$ cat config.mk
export PLATFORM = sky130hd
export DESIGN_NAME = uli_channel_unit
export DESIGN_NICKNAME = d
export VERILOG_FILES = /design/src/rtl/uli_pkg.sv /design/src/rtl/uli_chan_bank.sv /design/src/rtl/uli_seq.sv /design/src/rtl/uli_spawn_port.sv /design/src/rtl/uli_channel_unit.sv
export SDC_FILE = /design/constraint.sdc
export NUM_CORES = 1
export LEC_CHECK = 0
export CELL_PAD_IN_SITES_DETAIL_PLACEMENT = 1
export CELL_PAD_IN_SITES_GLOBAL_PLACEMENT = 2
export CORE_MARGIN = 3
export CORE_UTILIZATION = 30
export DETAILED_ROUTE_END_ITERATION = 7
export PLACE_DENSITY = 0.73
export SYNTH_ARGS = -nofsm -noshare
export SYNTH_HDL_FRONTEND = slang
export SYNTH_SLANG_ARGS = --single-unit
$ cat constraint.sdc
create_clock -name clk -period 5.11 [get_ports clk]
set_input_delay 0.7665 -clock clk [delete_from_list [all_inputs] [get_ports clk]]
set_output_delay 0.7665 -clock clk [all_outputs]
set_load 0.01 [all_outputs]
$ cat src/rtl/uli_pkg.sv
package uli_pkg;

    typedef enum logic [0:0] {
        ST_IDLE    = 1'b0,
        ST_HANDLER = 1'b1
    } uli_state_e;

endpackage

$ cat src/rtl/uli_chan_bank.sv
module uli_chan_bank #(
    parameter int NUM_CH    = 4,
    parameter int ADDR_W    = 32,
    parameter int LINE_BITS = 6
) (
    input  logic              clk,
    input  logic              rst_n,
    input  logic              arm_valid,
    input  logic [ADDR_W-1:0] arm_watch_addr,
    input  logic [ADDR_W-1:0] arm_handler,
    output logic              arm_busy,
    input  logic              snoop_valid,
    input  logic [ADDR_W-1:0] snoop_addr,
    input  logic              take,
    output logic              pend_any,
    output logic [ADDR_W-1:0] pend_handler
);

    localparam int TAG_W = ADDR_W - LINE_BITS;
    localparam int IDX_W = (NUM_CH > 1) ? $clog2(NUM_CH) : 1;

    logic [NUM_CH-1:0] ch_armed;
    logic [NUM_CH-1:0] ch_pend;
    logic [TAG_W-1:0]  ch_tag     [NUM_CH];
    logic [ADDR_W-1:0] ch_handler [NUM_CH];

    logic [NUM_CH-1:0] hit;
    logic [NUM_CH-1:0] arm_sel;
    logic [NUM_CH-1:0] take_sel;
    logic              free_any;
    logic [IDX_W-1:0]  free_idx;
    logic [IDX_W-1:0]  pend_idx;

    // lowest free channel
    always_comb begin
        free_any = 1'b0;
        free_idx = '0;
        for (int i = NUM_CH - 1; i >= 0; i--) begin
            if (!ch_armed[i] && !ch_pend[i]) begin
                free_any = 1'b1;
                free_idx = IDX_W'(i);
            end
        end
    end

    // lowest pending channel
    always_comb begin
        pend_any = 1'b0;
        pend_idx = '0;
        for (int i = NUM_CH - 1; i >= 0; i--) begin
            if (ch_pend[i]) begin
                pend_any = 1'b1;
                pend_idx = IDX_W'(i);
            end
        end
    end

    assign pend_handler = ch_handler[pend_idx];

    genvar g;
    generate
        for (g = 0; g < NUM_CH; g++) begin : g_chan
            assign hit[g]      = snoop_valid && ch_armed[g] &&
                                 (snoop_addr[ADDR_W-1:LINE_BITS] == ch_tag[g]);
            assign arm_sel[g]  = arm_valid && free_any && (free_idx == IDX_W'(g));
            assign take_sel[g] = take && pend_any && (pend_idx == IDX_W'(g));

            always_ff @(posedge clk) begin
                if (!rst_n) begin
                    ch_armed[g]   <= 1'b0;
                    ch_pend[g]    <= 1'b0;
                    ch_tag[g]     <= '0;
                    ch_handler[g] <= '0;
                end else begin
                    if (arm_sel[g]) begin
                        ch_armed[g]   <= 1'b1;
                        ch_tag[g]     <= arm_watch_addr[ADDR_W-1:LINE_BITS];
                        ch_handler[g] <= arm_handler;
                    end else if (hit[g]) begin
                        ch_armed[g] <= 1'b0;
                    end
                    if (hit[g]) begin
                        ch_pend[g] <= 1'b1;
                    end else if (take_sel[g]) begin
                        ch_pend[g] <= 1'b0;
                    end
                end
            end
        end
    endgenerate

    always_ff @(posedge clk) begin
        if (!rst_n) begin
            arm_busy <= 1'b0;
        end else begin
            arm_busy <= arm_valid && !free_any;
        end
    end

endmodule

$ cat src/rtl/uli_seq.sv
module uli_seq
    import uli_pkg::*;
#(
    parameter int ADDR_W = 32
) (
    input  logic              clk,
    input  logic              rst_n,
    input  logic              pend_any,
    input  logic [ADDR_W-1:0] pend_handler,
    input  logic              ret_valid,
    input  logic [ADDR_W-1:0] cur_pc,
    output logic              take,
    output logic              redirect_valid,
    output logic [ADDR_W-1:0] redirect_pc,
    output logic              in_handler,
    output logic [ADDR_W-1:0] save_pc
);

    uli_state_e state_q;
    uli_state_e state_d;
    logic       do_deliver;
    logic       do_resume;

    always_comb begin
        state_d    = state_q;
        do_deliver = 1'b0;
        do_resume  = 1'b0;
        unique case (state_q)
            ST_IDLE: begin
                if (pend_any) begin
                    do_deliver = 1'b1;
                    state_d    = ST_HANDLER;
                end
            end
            ST_HANDLER: begin
                if (ret_valid) begin
                    do_resume = 1'b1;
                    state_d   = ST_IDLE;
                end
            end
            default: state_d = ST_IDLE;
        endcase
    end

    assign take       = do_deliver;
    assign in_handler = (state_q == ST_HANDLER);

    // state register
    always_ff @(posedge clk) begin
        if (!rst_n) begin
            state_q <= ST_IDLE;
        end else begin
            state_q <= state_d;
        end
    end

    // registered outputs
    always_ff @(posedge clk) begin
        if (!rst_n) begin
            redirect_valid <= 1'b0;
            redirect_pc    <= '0;
            save_pc        <= '0;
        end else begin
            redirect_valid <= do_deliver || do_resume;
            if (do_deliver) begin
                redirect_pc <= pend_handler;
                save_pc     <= cur_pc;
            end else if (do_resume) begin
                redirect_pc <= save_pc;
            end
        end
    end

endmodule

$ cat src/rtl/uli_spawn_port.sv
module uli_spawn_port #(
    parameter int ADDR_W = 32
) (
    input  logic              clk,
    input  logic              rst_n,
    input  logic              sig_valid,
    input  logic [ADDR_W-1:0] sig_routine,
    input  logic [ADDR_W-1:0] sig_data,
    output logic              sig_ready,
    output logic              spawn_valid,
    output logic [ADDR_W-1:0] spawn_routine,
    output logic [ADDR_W-1:0] spawn_data,
    input  logic              spawn_ready
);

    assign sig_ready = !spawn_valid;

    always_ff @(posedge clk) begin
        if (!rst_n) begin
            spawn_valid   <= 1'b0;
            spawn_routine <= '0;
            spawn_data    <= '0;
        end else if (!spawn_valid) begin
            if (sig_valid) begin
                spawn_valid   <= 1'b1;
                spawn_routine <= sig_routine;
                spawn_data    <= sig_data;
            end
        end else if (spawn_ready) begin
            spawn_valid <= 1'b0;
        end
    end

endmodule

$ cat src/rtl/uli_channel_unit.sv
module uli_channel_unit #(
    parameter int NUM_CH    = 4,
    parameter int ADDR_W    = 32,
    parameter int LINE_BITS = 6
) (
    input  logic              clk,
    input  logic              rst_n,
    input  logic              arm_valid,
    input  logic [ADDR_W-1:0] arm_watch_addr,
    input  logic [ADDR_W-1:0] arm_handler,
    output logic              arm_busy,
    input  logic              snoop_valid,
    input  logic [ADDR_W-1:0] snoop_addr,
    input  logic              ret_valid,
    input  logic [ADDR_W-1:0] cur_pc,
    output logic              redirect_valid,
    output logic [ADDR_W-1:0] redirect_pc,
    output logic              in_handler,
    input  logic              sig_valid,
    input  logic [ADDR_W-1:0] sig_routine,
    input  logic [ADDR_W-1:0] sig_data,
    output logic              sig_ready,
    output logic              spawn_valid,
    output logic [ADDR_W-1:0] spawn_routine,
    output logic [ADDR_W-1:0] spawn_data,
    input  logic              spawn_ready
);

    logic              pend_any;
    logic [ADDR_W-1:0] pend_handler;
    logic              take;
    logic [ADDR_W-1:0] save_pc;

    uli_chan_bank #(
        .NUM_CH    (NUM_CH),
        .ADDR_W    (ADDR_W),
        .LINE_BITS (LINE_BITS)
    ) u_bank (
        .clk            (clk),
        .rst_n          (rst_n),
        .arm_valid      (arm_valid),
        .arm_watch_addr (arm_watch_addr),
        .arm_handler    (arm_handler),
        .arm_busy       (arm_busy),
        .snoop_valid    (snoop_valid),
        .snoop_addr     (snoop_addr),
        .take           (take),
        .pend_any       (pend_any),
        .pend_handler   (pend_handler)
    );

    uli_seq #(
        .ADDR_W (ADDR_W)
    ) u_seq (
        .clk            (clk),
        .rst_n          (rst_n),
        .pend_any       (pend_any),
        .pend_handler   (pend_handler),
        .ret_valid      (ret_valid),
        .cur_pc         (cur_pc),
        .take           (take),
        .redirect_valid (redirect_valid),
        .redirect_pc    (redirect_pc),
        .in_handler     (in_handler),
        .save_pc        (save_pc)
    );

    uli_spawn_port #(
        .ADDR_W (ADDR_W)
    ) u_spawn (
        .clk           (clk),
        .rst_n         (rst_n),
        .sig_valid     (sig_valid),
        .sig_routine   (sig_routine),
        .sig_data      (sig_data),
        .sig_ready     (sig_ready),
        .spawn_valid   (spawn_valid),
        .spawn_routine (spawn_routine),
        .spawn_data    (spawn_data),
        .spawn_ready   (spawn_ready)
    );

endmodule

* Word-level counts from Yosys, hierarchy flattened *
Memories as Yosys holds them, arrays and structs flattened.
Index checks and enable logic that the tools add are counted.
Widths: inputs -> output; s select.

word-level totals
  bits in registers = 140
  memory bits (writable) = 232
  input port bits = 199
  word-level logic and storage cells = 148
  memories kept = 2

memory list
  memory             words  width  rd ports  clocked after Yosys merged registers in  wr ports  RTL line             source
  u_bank.ch_handler  4      32     1         0                                        4         uli_chan_bank.sv:25  logic [ADDR_W-1:0] ch_handler [NUM_CH];
  u_bank.ch_tag      4      26     4         0                                        4         uli_chan_bank.sv:24  logic [TAG_W-1:0] ch_tag [NUM_CH];

operators by class
  equality and inequality tests = 10
  muxes and demuxes = 64
  bitwise operators = 10
  reductions and logical operators = 46

operator list
  cell                number
  $mux 32             6
  $eq 26x26->1        4
  $mux 26             4
  $mux 1              45
  $logic_and 1x1->1   23
  $reduce_bool 2->1   9
  $mux 2              8
  $logic_not 1->1     10
  $eq 2x2->1 const B  4
  $or 1x1->1          8
  $eq 2x1->1 const B  2
  $logic_not 2->1     2
  $not 1->1           2
  $pmux 1 s2          1
  $reduce_and 2->1    1
  $logic_or 1x1->1    1

* Logic depth before layout (Yosys ltp) *
Gate-level depths: netlist of the first run.

  depth in word-level cells = 12
  gate-level depth with buffers = 8
  gate-level depth less buffers = 5

* Cells and area by module *
A second synthesis of the first run with hierarchy kept.

second synthesis, totals
  cells, all modules = 1413
  area total of the unflattened synthesis = 16052.9 um2

by module, submodules not included
  module          instances  cells each  area each (um2)  seq. area each (um2)
  uli_chan_bank   1          806         10759.1          7146.9
  uli_seq         1          325         2651.3           1321.3
  uli_spawn_port  1          282         2642.5           1301.2

* Worst setup path after synthesis of the first run *
OpenSTA, ideal clock, no wires.

  path kind = input -> register
  start = in arm_valid
  end = mem u_bank.ch_handler[0][0] (enable)
  setup time = 0.425 ns
  data arrival time = 2.878 ns
  required time = 4.685 ns
  slack = 1.807 ns
  stages on the path = 3
  buffers on the path = 1
  cell sequence = nor3b_1 clkbuf_1 nand2b_1

RTL lines
  what         RTL line               source
  from (decl)  uli_channel_unit.sv:8  input logic arm_valid,
  to (decl)    uli_chan_bank.sv:25

==> results of run 1 <==
## logic make-up after synthesis
family | after synthesis
compound gates | 260
flops | 372
buf+inv | 125
simple gates | 521
xor+xnor | 104
## power by group through the flow
| stage | Sequential (W) | Combinational, W | Clock [W] |
|---|---|---|---|
| after CTS | 0.00339 | 0.000608 | 0.00316 |
| after global placement | 0.00344 | 0.000597 | 0 |
| after floorplan | 0.00346 | 0.000231 | 0 |
| final | 0.00339 | 0.000599 | 0.00308 |
| after global routing | 0.00340 | 0.000648 | 0.00328 |
| after detailed placement | 0.00345 | 0.000605 | 0 |
## tightest hold or removal path: stages (launching register included)
cell and delay [ps]:
dfxtp_1 300, nand2_1 50, a21oi_1 50
## cell usage in the layout, fill, tap and decap left out, types with 21 or more instances in the layout
cell type / instances
and3_1: 116
xnor2_1: 72
nand2_1: 205
and2_1: 117
clkdlybuf4s50_1: 286
dfxtp_1: 139
xor2_1: 32
a221oi_1: 22
edfxtp_1: 232
buf_4: 26
clkbuf_16: 44
a22oi_1: 21
a21oi_1: 115
## state kept, by name, indices dropped and copies added, names as in the netlist, 4 cells and up
signal                 count
u_bank.ch_pend             4
u_seq.redirect_pc         32
u_bank.ch_tag            104
u_bank.ch_handler        128
u_bank.ch_armed            4
u_spawn.spawn_data        32
u_spawn.spawn_routine     32
u_seq.save_pc             32
## area by class of cell
type	count	area, um2
clock buffers	60	1260
fillers	5535	30900
repair buffers	314	3100
multi-input cells	885	5480
flip-flops and latches	372	9770
well taps	680	851
clock inverters	18	156
diodes	3	7.51
inverters	14	53.8
## metal layers
layer	track usage (%)	vias up	share of wire (%)
met5	0	-	0.11
met4	4.21	8	1.6
met3	4.65	61	7.2
met2	30.4	343	47
met1	24.3	5813	44
li1	-	5490	-
## cells in the mapped netlist, drive strengths merged (22+ instances only)
cell type  count  share of area (%)
edfxtp       232                 44
nand2        208                5.0
dfxtp        140                 18
and2         117                4.7
a21oi        116                3.7
and3         116                4.6
clkbuf        81                2.0
xnor2         72                4.0
xor2          32                1.8
buf           30                1.0
a221oi        22                1.2
## through the flow
stage	hold WS, ps	utilization [%]
detailed placement	448	37.3
global placement	441	37.3
finish	454	40.1
global route	475	40.0
floorplan	432	-
CTS	455	40.0
## worst min path at each step
stage	end	slack, ps	cells after the start
final	u_spawn.spawn_data[15]	450	2
after global placement	u_spawn.spawn_routine[16]	440	2
after CTS	u_spawn.spawn_data[9]	460	2
after floorplan	u_seq.save_pc[10]	430	2
after global routing	u_spawn.spawn_routine[22]	470	2
after detailed placement	u_spawn.spawn_data[9]	450	2
==> out/metrics.cfg, run 1 <==
[setup_path]
rr_endpoint = u_bank.ch_tag[2][19]
cp_common_cell = buf_4
crit_family = buffers and inverters
path_cells = buf_4 > o21ai_1 > nor2_1 > nand2_1 > nand2_2 > buf_4
crit_fanout = 40
crit_arrival_ps = 3160
crit_slowest_cell = dfxtp_1
cp-start-kind = flop
critPathKind = flop to flop
slowest_delay_ps = 690
required_ps = 5310
ff2ff_setup_slack_ps = 2150
cp-end-kind = flop
reg2regPathDepth = 6
crit-reg2reg-launch = u_bank.ch_pend[0]
worstPathBufferInverterCount = 2
cp_num_cells = 6
cp-startpoint = u_bank.ch_pend[0]
cp-endpoint = u_bank.ch_tag[2][19]

[cts]
cts_setup_buffers = 0
ctsRootBufferMaster = clkbuf_16
cts_hold_buf = 0
cts.repair.resized = 0
cts_sinks = 372
path_clk_slew_ps = 60
cts_tree = yes
worstSkewPairLatency_ps = 570
clockBufferDepth = 3
htree_levels = 2
cts_buffers = 42

[synthesis]
synth.area.mux_share_pct = 0
yosysWarnings = 0
syn_area_um2 = 15700
syn-instance-count = 1382
synth_nets = 1581
synth_ff_type = edfxtp_1
synth-edff-count = 232
synth_top_family_by_area = simple AND/OR/NAND/NOR gates
synth-adder-area-share_pct = 0
synth_xor_xnor_area_share_pct = 5.79
syn_avg_cell_area_um2 = 11.4
synthSimpleGateAreaFrac_pct = 17.3
ys_seq_elements = 372
synth-compound-area-share_pct = 11.5
ys_seq_area_share_pct = 62.1
async_reset_ff_share_pct = 0
yosysUniqueCellTypes = 50

[global_route]
grt_pass1_vias = 12100
grt_max_degree = 76
antenna_found_initial = 7
grt_usage_pct = 18.4
grt_overflow = 0
grt_pass1_wl_mm = 78.2

[sta]
setup_violations = 0
tns_ps = 0
hold_viol_final = 0
max_clock_freq_mhz = 338
slew-limit-headroom_pct = 29.7
period_share_pct = 57.9
final.setup.worst_slack_ps = 2150
rsz0062_at_grt = no
skew_ps = 14.0
maxSlewViolCount = 0
finalCriticalPeriod_ps = 2960
worst_pin_slew_ps = 1050

[floorplan]
start_util_pct = 30.5
pin_count = 300
core_area_um2 = 51600
die_area_um2 = 55200
fp.dieH_um = 235
row_count = 83
fp.dieW_um = 235

[route]
wl_mm = 52.2
num_vias = 11700
drtAntennaViolNets = 0
firstDrtPassIters = 7
drtIter0Drc = 802
drc = 0
post_drt_wl_per_cell_um = 22.2
vias_per_cell = 4.99

[pwr]
switching_share_pct = 23.1
internal-power_w = 0.00543
p_clk_share_pct = 43.6
power_density_nw_per_um2 = 342
power.switching_w = 0.00163
irDropWorstVdd_uv = 250
comb_power_share_pct = 8.5
p_total_w = 0.00706
seqPwrFrac_pct = 47.9
leakagePower_nw = 7.51

[placed_design]
place_area_um2 = 19300
dp_slack_ps = 1940
post-place-cells = 2265
port_buffers = 287
post-dp-hpwl_mm = 34.9
place_congestion = 0.770

[status]
status = completed

[final_layout]
synthToLayoutAreaGrowth_pct = 31.5
fin_cells = 2346
fin_nets = 1828
drive_gt1_share_pct = 6.79
fin_area_um2 = 20700

[worst_hold_path]
hp-class = flop to flop
min-delay-start = u_spawn.spawn_data[15]

[flow_run]
cap_violations = 0

(Power assumes the default switching activity.)
==> inputs of run 2 (changes only) <==
--- a/config.mk
+++ b/config.mk
@@ -10,7 +10,7 @@
 export CORE_MARGIN = 3
 export CORE_UTILIZATION = 30
 export DETAILED_ROUTE_END_ITERATION = 7
-export PLACE_DENSITY = 0.73
+export PLACE_DENSITY = 0.76
 export SYNTH_ARGS = -nofsm -noshare
 export SYNTH_HDL_FRONTEND = slang
 export SYNTH_SLANG_ARGS = --single-unit
==> constraint.sdc (replaced) <==
create_clock -name clk -period 2.4 [get_ports clk]
set_input_delay 0.36 -clock clk [delete_from_list [all_inputs] [get_ports clk]]
set_output_delay 0.36 -clock clk [all_outputs]
set_load 0.01 [all_outputs]
==> out/metrics.cfg, run 2 (synthesis results as in run 1) <==
[floorplan]
pin_count = 300  ; unchanged
core_area_um2 = 51600  ; unchanged
row_count = 83  ; unchanged
start_util_pct = 30.5  ; unchanged
die_area_um2 = 55200  ; unchanged
fp.dieW_um = 235  ; unchanged
fp.dieH_um = 235  ; unchanged

[final_layout]
final_cell_mix = clkdlybuf4s50_1, edfxtp_1, nand2_1, dfxtp_1, and2_1  ; unchanged
drive_gt1_share_pct = 8.05  ; was 6.79%
fin_area_um2 = 21100  ; was 20700 um2
final_common_cell = clkdlybuf4s50_1  ; unchanged
finalCoreUtilization_pct = 40.9  ; was 40.1%
fin_nets = 1854  ; was 1828
fin_cells = 2372  ; was 2346
n_fill_cell = 5530  ; was 5535
reg.largest.list = u_bank.ch_handler: 128 flops, u_bank.ch_tag: 104 flops  ; unchanged
seqCellArea_um2 = 9770  ; unchanged
multi_input_area_um2 = 5490  ; was 5480 um2
largest_reg_flops = 128  ; unchanged
regMostFlops = u_bank.ch_handler  ; unchanged
synthToLayoutAreaGrowth_pct = 34.2  ; was 31.5%

[global_route]
grt_pass1_wl_mm = 78.7  ; was 78.2 mm
grt_usage_pct = 18.5  ; was 18.4%
antenna_found_initial = 5  ; was 7
grt_max_degree = 115  ; was 76
grt_pass1_vias = 12300  ; was 12100
grt_overflow = 0  ; unchanged

[sta]
skew_ps = 23.1  ; was 14.0 ps
hold_viol_final = 0  ; unchanged
setup_violations = 0  ; unchanged
finalCriticalPeriod_ps = 2180  ; was 2960 ps
slew-limit-headroom_pct = 55.1  ; was 29.7%
max_clock_freq_mhz = 458  ; was 338 MHz
rsz0062_at_grt = no  ; unchanged
final.setup.worst_slack_ps = 219  ; was 2150 ps
maxSlewViolCount = 0  ; unchanged
worst_pin_slew_ps = 656  ; was 1050 ps
period_share_pct = 90.9  ; was 57.9%

[setup_path]
crit_family = compound AO/OA/AOI/OAI gates  ; was buffers and inverters
cp_num_cells = 6  ; unchanged
slowest_delay_ps = 520  ; was 690 ps
ff2ff_setup_slack_ps = 220  ; was 2150 ps
path_cells = buf_4 > nor2b_1 > buf_4 > a22oi_1 > o211ai_1 > o2111a_1  ; was buf_4 > o21ai_1 > nor2_1 > nand2_1 > nand2_2 > buf_4
crit_arrival_ps = 2680  ; was 3160 ps
cp-end-kind = flop  ; unchanged
cp_common_cell = buf_4  ; unchanged
cp-start-kind = flop  ; unchanged
crit_fanout = 16  ; was 40
crit_slowest_cell = dfxtp_1  ; unchanged
critPathKind = flop to flop  ; unchanged
worstPathBufferInverterCount = 2  ; unchanged
required_ps = 2900  ; was 5310 ps
reg2regPathDepth = 6  ; unchanged

[worst_hold_path]
hold-path-cell-count = 2  ; unchanged
hp-class = input pin to flop  ; was flop to flop

[route]
drc = 0  ; unchanged
wl_mm = 52.5  ; was 52.2 mm
firstDrtPassIters = 5  ; was 7
vias_per_cell = 4.98  ; was 4.99
post_drt_wl_per_cell_um = 22.1  ; was 22.2 um
num_vias = 11800  ; was 11700
drtIter0Drc = 807  ; was 802
drtAntennaViolNets = 0  ; unchanged

[placed_design]
post-place-cells = 2291  ; was 2265
port_buffers = 287  ; unchanged
place_congestion = 0.780  ; was 0.770
post-dp-hpwl_mm = 35.0  ; was 34.9 mm
place_area_um2 = 19700  ; was 19300 um2
dp_slack_ps = 46.2  ; was 1940 ps

[pwr]
p_clk_share_pct = 43.6  ; about the same
leakagePower_nw = 7.71  ; was 7.51 nW
power_density_nw_per_um2 = 719  ; was 342 nW/um2
power.switching_w = 0.00347  ; was 0.00163 W
comb_power_share_pct = 8.9  ; was 8.5%
seqPwrFrac_pct = 47.5  ; was 47.9%
internal-power_w = 0.0117  ; was 0.00543 W
p_total_w = 0.0152  ; was 0.00706 W
switching_share_pct = 22.9  ; was 23.1%
irDropWorstVdd_uv = 489  ; was 250 uV

[cts]
htree_levels = 2  ; unchanged
worstSkewPairLatency_ps = 570  ; about the same
clockBufferDepth = 3  ; unchanged
cts_buffers = 42  ; unchanged
ctsRootBufferMaster = clkbuf_16  ; unchanged
cts_hold_buf = 0  ; unchanged
cts_sinks = 372  ; unchanged
cts_setup_buffers = 0  ; unchanged
path_clk_slew_ps = 60  ; about the same
cts_tree = yes  ; unchanged
cts.repair.resized = 0  ; unchanged

[flow_run]
cap_violations = 0  ; unchanged

[status]
status = completed  ; unchanged

## run 2: power groups by stage
| stage | combinational (W) | sequential (W) | clock (W) |
|---|---|---|---|
| floorplan | 0.000493 | 0.00736 | 0 |
| global route | 0.00145 | 0.00724 | 0.00701 |
| CTS | 0.00137 | 0.00721 | 0.00679 |
| finish | 0.00135 | 0.00721 | 0.00661 |
| detailed placement | 0.00136 | 0.00735 | 0 |
| global placement | 0.00134 | 0.00733 | 0 |
## run 2: final cells by class
cell class,count,share of cell area [%]
clock inverter,19,1.17
inverter,14,0.255
clock buffer,59,5.53
timing repair buffer,340,16.7
antenna,3,0.0356
multi-input combinational,885,26.0
tap,680,4.03
sequential,372,46.3
## run 2: final timing paths
check / start / endpoint
worst max-delay path: u_bank.ch_pend[2] / u_seq.redirect_pc[6]
worst min-delay path: rst_n / u_bank.ch_tag[1][16]
worst max register to register: u_bank.ch_pend[2] / u_seq.redirect_pc[6]
worst min register to register: u_spawn.spawn_routine[27] / u_spawn.spawn_routine[27]
## run 2: stage by stage
stage | hold WS [ps] | setup TNS, ps
final | 297 | 0
after global routing | 287 | 0
after CTS | 248 | 0
after detailed placement | 447 | 0
after global placement | 442 | 0
after floorplan | 432 | -22710
## run 2: layer usage
| metal | wire length, um | global-route usage (%) | share of wire [%] |
|---|---|---|---|
| met5 | 25 | 0 | 0.048 |
| met4 | 1030 | 4.56 | 2.0 |
| met3 | 3540 | 4.69 | 6.7 |
| met2 | 24600 | 30.1 | 47 |
| met1 | 23200 | 24.6 | 44 |
==> inputs of run 3 (changes only) <==
--- a/config.mk
+++ b/config.mk
@@ -5,6 +5,7 @@
 export SDC_FILE = /design/constraint.sdc
 export NUM_CORES = 1
 export LEC_CHECK = 0
+export CAP_MARGIN = 25
 export CELL_PAD_IN_SITES_DETAIL_PLACEMENT = 1
 export CELL_PAD_IN_SITES_GLOBAL_PLACEMENT = 2
 export CORE_MARGIN = 3
==> results of run 3 <==
The final DEF is identical to that of run 2; final timing and power are the same.
